## config.mk

```make
export PLATFORM = sky130hd
export DESIGN_NAME = branch_resolve
export DESIGN_NICKNAME = d
export VERILOG_FILES = /design/src/rtl/brq_pkg.sv /design/src/rtl/brq_cond_eval.sv /design/src/rtl/brq_target_gen.sv /design/src/rtl/brq_spr_regs.sv /design/src/rtl/branch_resolve.sv
export SDC_FILE = /design/constraint.sdc
export NUM_CORES = 1
export LEC_CHECK = 0
export ABC_CLOCK_PERIOD_IN_PS = 6300
export CAP_MARGIN = 15
export CORE_ASPECT_RATIO = 1.4
export CORE_MARGIN = 2
export CORE_UTILIZATION = 48
export CTS_CLUSTER_DIAMETER = 60
export DETAILED_ROUTE_END_ITERATION = 8
export PLACE_DENSITY = 0.91
export SYNTH_ARGS = -nofsm -noshare
export SYNTH_HDL_FRONTEND = slang
export SYNTH_SLANG_ARGS = --single-unit
```

## constraint.sdc

```tcl
create_clock -name clk -period 6.3 [get_ports clk]
set_clock_uncertainty 0.05 [all_clocks]
set_input_delay 1.89 -clock clk [delete_from_list [all_inputs] [get_ports clk]]
set_output_delay 1.89 -clock clk [all_outputs]
set_load 0.01 [all_outputs]
```

## src/rtl/brq_pkg.sv

```systemverilog
package brq_pkg;
  typedef enum logic [1:0] {
    BK_COND     = 2'd0,
    BK_UNCOND   = 2'd1,
    BK_TO_LINK  = 2'd2,
    BK_TO_COUNT = 2'd3
  } br_kind_e;

  // option field bit positions
  localparam int OPT_NO_DEC   = 2;
  localparam int OPT_ON_ZERO  = 1;
  localparam int OPT_IGN_BIT  = 4;
  localparam int OPT_BIT_VAL  = 3;
endpackage

```

## src/rtl/brq_cond_eval.sv

```systemverilog
module brq_cond_eval
  import brq_pkg::*;
#(
  parameter int CR_W   = 32,
  parameter int DATA_W = 32,
  localparam int BI_W  = $clog2(CR_W)
) (
  input  br_kind_e          kind,
  input  logic [4:1]        opt,
  input  logic [BI_W-1:0]   bi,
  input  logic [CR_W-1:0]   cr,
  input  logic [DATA_W-1:0] ctr_q,
  output logic              dec_en,
  output logic [DATA_W-1:0] ctr_next,
  output logic              taken
);
  // bit index 0 names the most significant condition bit
  logic [CR_W-1:0] cr_rev;
  genvar g;
  generate
    for (g = 0; g < CR_W; g++) begin : g_rev
      assign cr_rev[g] = cr[CR_W-1-g];
    end
  endgenerate

  logic sel_bit, count_ok, bit_ok, ctr_zero, uses_count;

  always_comb begin
    sel_bit    = cr_rev[bi];
    uses_count = (kind == BK_COND) || (kind == BK_TO_LINK);
    dec_en     = uses_count && !opt[OPT_NO_DEC];
    ctr_next   = dec_en ? (ctr_q - DATA_W'(1)) : ctr_q;
    ctr_zero   = (ctr_next == '0);
    count_ok   = !dec_en || (ctr_zero == opt[OPT_ON_ZERO]);
    bit_ok     = opt[OPT_IGN_BIT] || (sel_bit == opt[OPT_BIT_VAL]);
    taken      = (kind == BK_UNCOND) || (count_ok && bit_ok);
  end

  always_comb begin
    if (kind == BK_TO_COUNT) begin
      a_no_dec_to_count_r8 : assert (!dec_en);
    end
  end
endmodule

```

## src/rtl/brq_target_gen.sv

```systemverilog
module brq_target_gen
  import brq_pkg::*;
#(
  parameter int ADDR_W = 32,
  parameter int LI_W   = 24,
  parameter int BD_W   = 14
) (
  input  br_kind_e          kind,
  input  logic [LI_W-1:0]   disp,
  input  logic              aa,
  input  logic              taken,
  input  logic [ADDR_W-1:0] pc,
  input  logic [ADDR_W-1:0] lr_q,
  input  logic [ADDR_W-1:0] ctr_q,
  output logic [ADDR_W-1:0] target,
  output logic [ADDR_W-1:0] link_val
);
  localparam logic [ADDR_W-1:0] WORD_MASK = ~ADDR_W'(3);

  logic [ADDR_W-1:0] bd_ext, li_ext, offset, disp_tgt, taken_tgt;

  assign bd_ext   = {{(ADDR_W-BD_W-2){disp[BD_W-1]}}, disp[BD_W-1:0], 2'b00};
  assign li_ext   = {{(ADDR_W-LI_W-2){disp[LI_W-1]}}, disp, 2'b00};
  assign link_val = pc + ADDR_W'(4);

  always_comb begin
    offset   = (kind == BK_UNCOND) ? li_ext : bd_ext;
    disp_tgt = aa ? offset : (pc + offset);
    unique case (kind)
      BK_TO_LINK:  taken_tgt = lr_q & WORD_MASK;
      BK_TO_COUNT: taken_tgt = ctr_q & WORD_MASK;
      default:     taken_tgt = disp_tgt;
    endcase
    target = taken ? taken_tgt : link_val;
  end
endmodule

```

## src/rtl/brq_spr_regs.sv

```systemverilog
module brq_spr_regs #(
  parameter int DATA_W = 32
) (
  input  logic              clk,
  input  logic              rst,
  input  logic              fire,
  input  logic              link_en,
  input  logic [DATA_W-1:0] link_val,
  input  logic              dec_en,
  input  logic [DATA_W-1:0] ctr_next,
  input  logic              mv_lr_en,
  input  logic [DATA_W-1:0] mv_lr_data,
  input  logic              mv_ctr_en,
  input  logic [DATA_W-1:0] mv_ctr_data,
  output logic [DATA_W-1:0] lr_q,
  output logic [DATA_W-1:0] ctr_q
);
  logic br_link, br_dec;
  assign br_link = fire && link_en;
  assign br_dec  = fire && dec_en;

  always_ff @(posedge clk) begin
    if (rst) begin
      lr_q  <= '0;
      ctr_q <= '0;
    end else begin
      if (br_link)        lr_q <= link_val;
      else if (mv_lr_en)  lr_q <= mv_lr_data;
      if (br_dec)         ctr_q <= ctr_next;
      else if (mv_ctr_en) ctr_q <= mv_ctr_data;
    end
  end

  p_link_write_r9 : assert property (@(posedge clk) disable iff (rst)
    br_link |=> lr_q == $past(link_val));
  p_ctr_decrement_r4 : assert property (@(posedge clk) disable iff (rst)
    br_dec |=> ctr_q == $past(ctr_q) - DATA_W'(1));
  p_ctr_hold_r4 : assert property (@(posedge clk) disable iff (rst)
    (!br_dec && !mv_ctr_en) |=> $stable(ctr_q));
  p_lr_hold_r9 : assert property (@(posedge clk) disable iff (rst)
    (!br_link && !mv_lr_en) |=> $stable(lr_q));
  p_move_load_r10 : assert property (@(posedge clk) disable iff (rst)
    (mv_ctr_en && !br_dec) |=> ctr_q == $past(mv_ctr_data));
endmodule

```

## src/rtl/branch_resolve.sv

```systemverilog
module branch_resolve
  import brq_pkg::*;
#(
  parameter int ADDR_W    = 32,
  parameter int CR_FIELDS = 8,
  parameter int LI_W      = 24,
  parameter int BD_W      = 14,
  localparam int CR_W     = CR_FIELDS * 4,
  localparam int BI_W     = $clog2(CR_W)
) (
  input  logic              clk,
  input  logic              rst,
  input  logic              in_valid,
  input  logic [1:0]        in_kind,
  input  logic [4:0]        in_bo,
  input  logic [BI_W-1:0]   in_bi,
  input  logic [LI_W-1:0]   in_disp,
  input  logic              in_aa,
  input  logic              in_lk,
  input  logic [ADDR_W-1:0] in_pc,
  input  logic [CR_W-1:0]   cr,
  input  logic              mv_lr_en,
  input  logic [ADDR_W-1:0] mv_lr_data,
  input  logic              mv_ctr_en,
  input  logic [ADDR_W-1:0] mv_ctr_data,
  output logic              out_valid,
  output logic              out_taken,
  output logic [ADDR_W-1:0] out_target,
  output logic [ADDR_W-1:0] lr,
  output logic [ADDR_W-1:0] ctr
);
  br_kind_e          kind;
  logic              dec_en, taken;
  logic [ADDR_W-1:0] ctr_next, target, link_val;
  logic              unused_hint;

  assign kind        = br_kind_e'(in_kind);
  assign unused_hint = in_bo[0];

  brq_cond_eval #(.CR_W(CR_W), .DATA_W(ADDR_W)) u_cond (
    .kind(kind), .opt(in_bo[4:1]), .bi(in_bi), .cr(cr), .ctr_q(ctr),
    .dec_en(dec_en), .ctr_next(ctr_next), .taken(taken)
  );

  brq_target_gen #(.ADDR_W(ADDR_W), .LI_W(LI_W), .BD_W(BD_W)) u_tgt (
    .kind(kind), .disp(in_disp), .aa(in_aa), .taken(taken), .pc(in_pc),
    .lr_q(lr), .ctr_q(ctr), .target(target), .link_val(link_val)
  );

  brq_spr_regs #(.DATA_W(ADDR_W)) u_spr (
    .clk(clk), .rst(rst), .fire(in_valid), .link_en(in_lk),
    .link_val(link_val), .dec_en(dec_en), .ctr_next(ctr_next),
    .mv_lr_en(mv_lr_en), .mv_lr_data(mv_lr_data),
    .mv_ctr_en(mv_ctr_en), .mv_ctr_data(mv_ctr_data),
    .lr_q(lr), .ctr_q(ctr)
  );

  always_ff @(posedge clk) begin
    if (rst) begin
      out_valid  <= 1'b0;
      out_taken  <= 1'b0;
      out_target <= '0;
    end else begin
      out_valid <= in_valid;
      if (in_valid) begin
        out_taken  <= taken;
        out_target <= target;
      end
    end
  end

  p_valid_follow_r1 : assert property (@(posedge clk) disable iff (rst)
    in_valid |=> out_valid);
  p_valid_idle_r1 : assert property (@(posedge clk) disable iff (rst)
    !in_valid |=> !out_valid);
  p_uncond_taken_r5 : assert property (@(posedge clk) disable iff (rst)
    (in_valid && in_kind == 2'd1) |=> out_taken);
  p_not_taken_seq_r11 : assert property (@(posedge clk) disable iff (rst)
    (in_valid && in_pc[1:0] == 2'b00) |=>
      (out_taken || out_target == $past(in_pc) + ADDR_W'(4)));
  p_target_aligned_r8 : assert property (@(posedge clk) disable iff (rst)
    (in_valid && in_pc[1:0] == 2'b00) |=> out_target[1:0] == 2'b00);
endmodule

```

Word-level counts from Yosys, hierarchy flattened. Cells that the tools add are included.

Output and inout port bits: 98. Input bits: 171. Flip-flop bits (word level): 98.

$lt $le $gt $ge: 1. Reduce and logical (&&, ||, !) cells: 14. Multiplexer cells: 11. $add $sub $neg: 3. Equality and inequality tests: 5.

Operators with widths (number): $mux 32 (8); $pmux 32 s2 (1); $add 32x3->32 const B (1); $add 32x32->32 (1); $logic_not 32->1 (1); $sub 32x1->32 const B (1); $lt 5x6->1 const B (1); $bmux 1 s5 (1); $eq 2x2->1 const B (2); $logic_and 1x1->1 (4); $logic_or 1x1->1 (4); $reduce_bool 2->1 (2); $eq 1x1->1 (2); $eq 2x1->1 const B (1); $logic_not 1->1 (2); $logic_not 2->1 (1); $mux 1 (1).

Depth between registers and ports, before layout.
Depth in word-level cells: 10. Depth in mapped cells: 18.

Cells and area by module. From an unflattened synthesis, not the netlist that was laid out.

Cell total of the unflattened synthesis: 1089. Area, all modules: 9773.1 um^2.

Modules (own cells, without submodules): brq_spr_regs (area each 3649.8 um^2, instances 1, cells each 292, sequential area each 1281.2 um^2); brq_target_gen (area each 3604.7 um^2, instances 1, cells each 530, sequential area each 0.0 um^2); brq_cond_eval (area each 1288.7 um^2, instances 1, cells each 158, sequential area each 0.0 um^2); branch_resolve (area each 1229.9 um^2, instances 1, cells each 109, sequential area each 680.7 um^2).

Worst setup path before layout. Ideal clock, no wire load.

Kind: input-to-reg. From: input in_kind[0]. To: register out_target[24]. Library setup time: 78 ps. Stages on the path: 16. Slack: 1041 ps. Path buffers: 3. Data arrival time: 5131 ps. Cells stage by stage: buf_2 inv_1 nor2_1 nor2b_1 clkbuf_1 a21o_1 ha_1 clkbuf_1 nand4_1 or4_1 a31oi_1 a32oi_1 or4b_1 nand3_1 a31oi_1 nor3_1.

Word-level cells in the longest chain between the ends: 10.

RTL lines: start, declared (line branch_resolve.sv:14) `input logic [1:0] in_kind,`; branches (longest 9 deep; another with $add 32x32->32); $mux 32 (*) (line brq_target_gen.sv:34) `target = taken ? taken_tgt : link_val;`; end signal, assigned (line branch_resolve.sv:67) `out_target <= target;`; end, declared (line branch_resolve.sv:28) `output logic [ADDR_W-1:0] out_target,`.

Mark *: on every way between the ends. A chain may end at the register's enable or synchronous reset.

Worst setup path in the final report.
From: input in_pc[2]. To: register out_target[24].

Word-level cells in the longest chain between the ends: 4.

RTL lines: start, declared (line branch_resolve.sv:20) `input logic [ADDR_W-1:0] in_pc,`; $add 32x32->32 (line brq_target_gen.sv:28) `disp_tgt = aa ? offset : (pc + offset);`; $mux 32 (line brq_target_gen.sv:28); $pmux 32 s2 (line brq_target_gen.sv:29) `unique case (kind)`; $mux 32 (*) (line brq_target_gen.sv:34).

Mark *: on every way between the ends. The rest lies on a longest branch, timed or not.

==> load_flow_metrics.sql <==
INSERT INTO impl_metrics (metric_group, metric, value, unit) VALUES
('synthesis', 'per_instance_average_area_after_synthesis', '7.76', 'µm²'),
('die', 'fp-row-count', '56', ''),
('clock_network', 'post_cts_hold_buffer_count', '0', ''),
('synthesis', 'synth_top_area_cell', 'dfxtp_1', ''),
('synthesis', 'async_flop_share', '0', '%'),
('timing', 'period_share', '86.5', '%'),
('drt', 'detail_route.wirelength', '29.8', 'mm'),
('pwr', 'p_leak', '4.26', 'nW'),
('clock_network', 'clock_tree_from_tritoncts', 'yes', ''),
('timing', 'layout_setup_ws', '852', 'ps'),
('clock_network', 'clock_path_buffers', '2', ''),
('global_routing', 'largest_net_degree_at_the_start_of_global_routing', '68', ''),
('flow_run', 'max-cap-violations', '0', ''),
('synthesis', 'synth_cells', '1062', ''),
('synthesis', 'combinational_family_with_the_most_area_after_synthesis', 'compound AO/OA/AOI/OAI gates', ''),
('synthesis', 'synth_edf_count', '0', ''),
('outcome', 'status', 'finished clean', ''),
('clock_network', 'cts_max_level', '3', ''),
('pwr', 'irDropWorstVdd', '126', 'µV'),
('clock_network', 'post-cts-setup-buffer-count', '0', ''),
('critical_path', 'worst_path_most_repeated_cell', 'a31oi_1', ''),
('critical_path', 'critPathRequiredTime', '6520', 'ps'),
('critical_path', 'cp_slowest_cell', 'clkdlybuf4s50_1', ''),
('pwr', 'share_comb_of_total_power', '38.5', '%'),
('clock_network', 'ctsRootBufferMaster', 'clkbuf_16', ''),
('timing', 'timing.max_slew.rel_slack', '27.1', '%'),
('synthesis', 'synthMostInstantiatedCell', 'nor2_1', ''),
('pwr', 'p_int', '0.00134', 'W'),
('die', 'placeableCoreArea', '16800', 'µm²'),
('hold_path', 'hold_path.class', 'reg2reg', ''),
('synthesis', 'synth.ff_latch_count', '98', ''),
('critical_path', 'critical_path.startpoint', 'in_pc[2]', ''),
('synthesis', 'synth_xor_xnor_area_share', '5.74', '%'),
('timing', 'grt_setup_unrepaired', 'false', ''),
('drt', 'wire_per_inst', '20.1', 'µm'),
('timing', 'timing.final.max_slew_violations', '0', ''),
('critical_path', 'crit_path_max_fanout', '7', ''),
('clock_network', 'cts-resized-gates', '0', ''),
('critical_path', 'ff2ff_path_depth', '13', ''),
('timing', 'peak_clock_frequency_supported_by_timing', '184', 'MHz'),
('finish', 'layout.cells.non_filler', '1478', ''),
('pwr', 'power_density', '185', 'nW/µm²'),
('synthesis', 'postSynth.topFlopCell', 'dfxtp_1', ''),
('finish', 'areaGrowthSynthToFinish', '35.2', '%'),
('global_routing', 'grt_pass1_wl', '46.6', 'mm'),
('timing', 'worst-slew-pin-transition', '1090', 'ps'),
('critical_path', 'cp.arrival', '5670', 'ps'),
('finish', 'antenna_cells_inserted', '0', ''),
('synthesis', 'post_synthesis_cell_area', '8240', 'µm²'),
('timing', 'finish_stage_setup_viols', '0', ''),
('placed_design', 'place.detailed.hpwl', '23.0', 'mm'),
('critical_path', 'reg2reg_from', 'u_spr.ctr_q[0]$_SDFFE_PP0P_', ''),
('drt', 'post_drt_via_cell_ratio', '6.35', ''),
('die', 'fp.dieH', '159', 'µm'),
('synthesis', 'yosys.area.top_type_share', '23.8', '%'),
('die', 'die_width', '115', 'µm'),
('synthesis', 'ys_types', '79', ''),
('timing', 'finalCriticalPeriod', '5450', 'ps'),
('placed_design', 'dpl_worst_slack', '533', 'ps'),
('die', 'io_pins', '269', ''),
('critical_path', 'startpoint_type', 'primary input', ''),
('critical_path', 'critical_path.n_buffers_inverters', '3', ''),
('hold_path', 'whs_path_depth', '2', ''),
('critical_path', 'criticalPathCategory', 'in2reg', ''),
('pwr', 'pwr-share-seq', '35.5', '%'),
('placed_design', 'portBuffers', '267', ''),
('pwr', 'reported_net_switching_power', '0.000729', 'W'),
('hold_path', 'timing.hold.worst_endpoint', 'out_target[1]$_SDFFE_PP0P_', ''),
('clock_network', 'cts_buffers', '9', ''),
('drt', 'detail_route.drc_violations', '0', ''),
('synthesis', 'synthTopCellsByArea', 'dfxtp_1 (24%), a211oi_1 (7.1%), mux2i_1 (5.7%)', '');
## worst min-delay path, delay by kind of cell, from the launching register on
family | cells | cell delay, ps
and+or+nand+nor | 1 | 60
DFF | 1 | 310
AOI/OAI and AO/OA | 1 | 60
## how the worst max path moves through the flow
| stage | cells after the start | slack, ps | endpoint |
|---|---|---|---|
| floorplan | 16 | 1040 | out_target[24]$_SDFFE_PP0P_ |
| global placement | 15 | 620 | out_target[24]$_SDFFE_PP0P_ |
| detailed placement | 15 | 530 | out_target[24]$_SDFFE_PP0P_ |
| CTS | 15 | 870 | out_target[24]$_SDFFE_PP0P_ |
| global route | 15 | 690 | out_target[24]$_SDFFE_PP0P_ |
| finish | 15 | 850 | out_target[24]$_SDFFE_PP0P_ |
## state kept, by name, indices dropped and copies added (netlist names)
name and cells:
out_target 32, u_spr.ctr_q 32, out_valid 1, u_spr.lr_q 32, out_taken 1
## through the flow
stage | utilization, % | power [W] | cell area, µm² | hold slack [ps]
floorplan | - | 0.00119 | 8240 | 440
global route | 66.3 | 0.00216 | 11100 | 449
CTS | 66.3 | 0.00205 | 11100 | 426
finish | 66.3 | 0.00206 | 11100 | 427
detailed placement | 64.6 | 0.00152 | 10900 | 414
global placement | 64.6 | 0.00151 | 10900 | 397
## area by class of cell
cell class              count  area, µm²
clock buffers              10        229
clock inverters             6       48.8
fillers                  1415       5670
inverters                  12       45.0
multi-input cells         871       5880
flip-flops and latches     98       1960
well taps                 203        254
repair buffers            278       2730
## power by group through the flow
stage | registers, W | clock network, W | logic (W)
2_1_floorplan | 0.000744 | 0 | 0.000445
3_3_place_gp | 0.000742 | 0 | 0.000765
3_5_place_dp | 0.000743 | 0 | 0.000780
4_1_cts | 0.000730 | 0.000539 | 0.000786
5_1_grt | 0.000738 | 0.000566 | 0.000860
6_report | 0.000732 | 0.000539 | 0.000794
## kinds of logic after synthesis
logic type	count (synthesis)
flip-flops	98
AND/OR/NAND/NOR	395
multiplexers	62
AO/OA/AOI/OAI	328
adder cells (fa/ha/maj)	32
buffers and inverters	93
XOR/XNOR	54
## routing by layer
metal | vias up | routed length [µm] | global-route usage, %
li1 | 4399 | - | -
met2 | 499 | 13700 | 49.9
met1 | 4381 | 12000 | 42.5
met5 | - | 0 | 0
met3 | 104 | 2330 | 3.50
met4 | 0 | 1700 | 17.1
## placed cells by master (no fill, tap or decap), types with 5 or more instances in the layout
master	count
nor3_1	35
dfxtp_1	98
a221oi_1	11
and3_1	16
o211ai_1	9
nand3_1	32
o211a_1	7
buf_2	6
a311oi_1	8
nor4_1	10
mux2i_1	47
nand4_1	12
buf_4	11
xor2_1	27
inv_1	12
a22oi_1	5
a21o_1	22
nand2b_1	9
nor2b_1	33
and2_1	8
clkbuf_16	9
nor2_1	117
nand2_1	80
nor3b_1	5
a21oi_1	73
ha_1	31
xnor2_1	27
o31ai_1	8
a31oi_1	13
o21ai_0	47
o21ai_1	5
mux4_2	10
clkdlybuf4s50_1	261
a211oi_1	78
o21a_1	8
No activity file was read; power rests on OpenSTA's default activity.
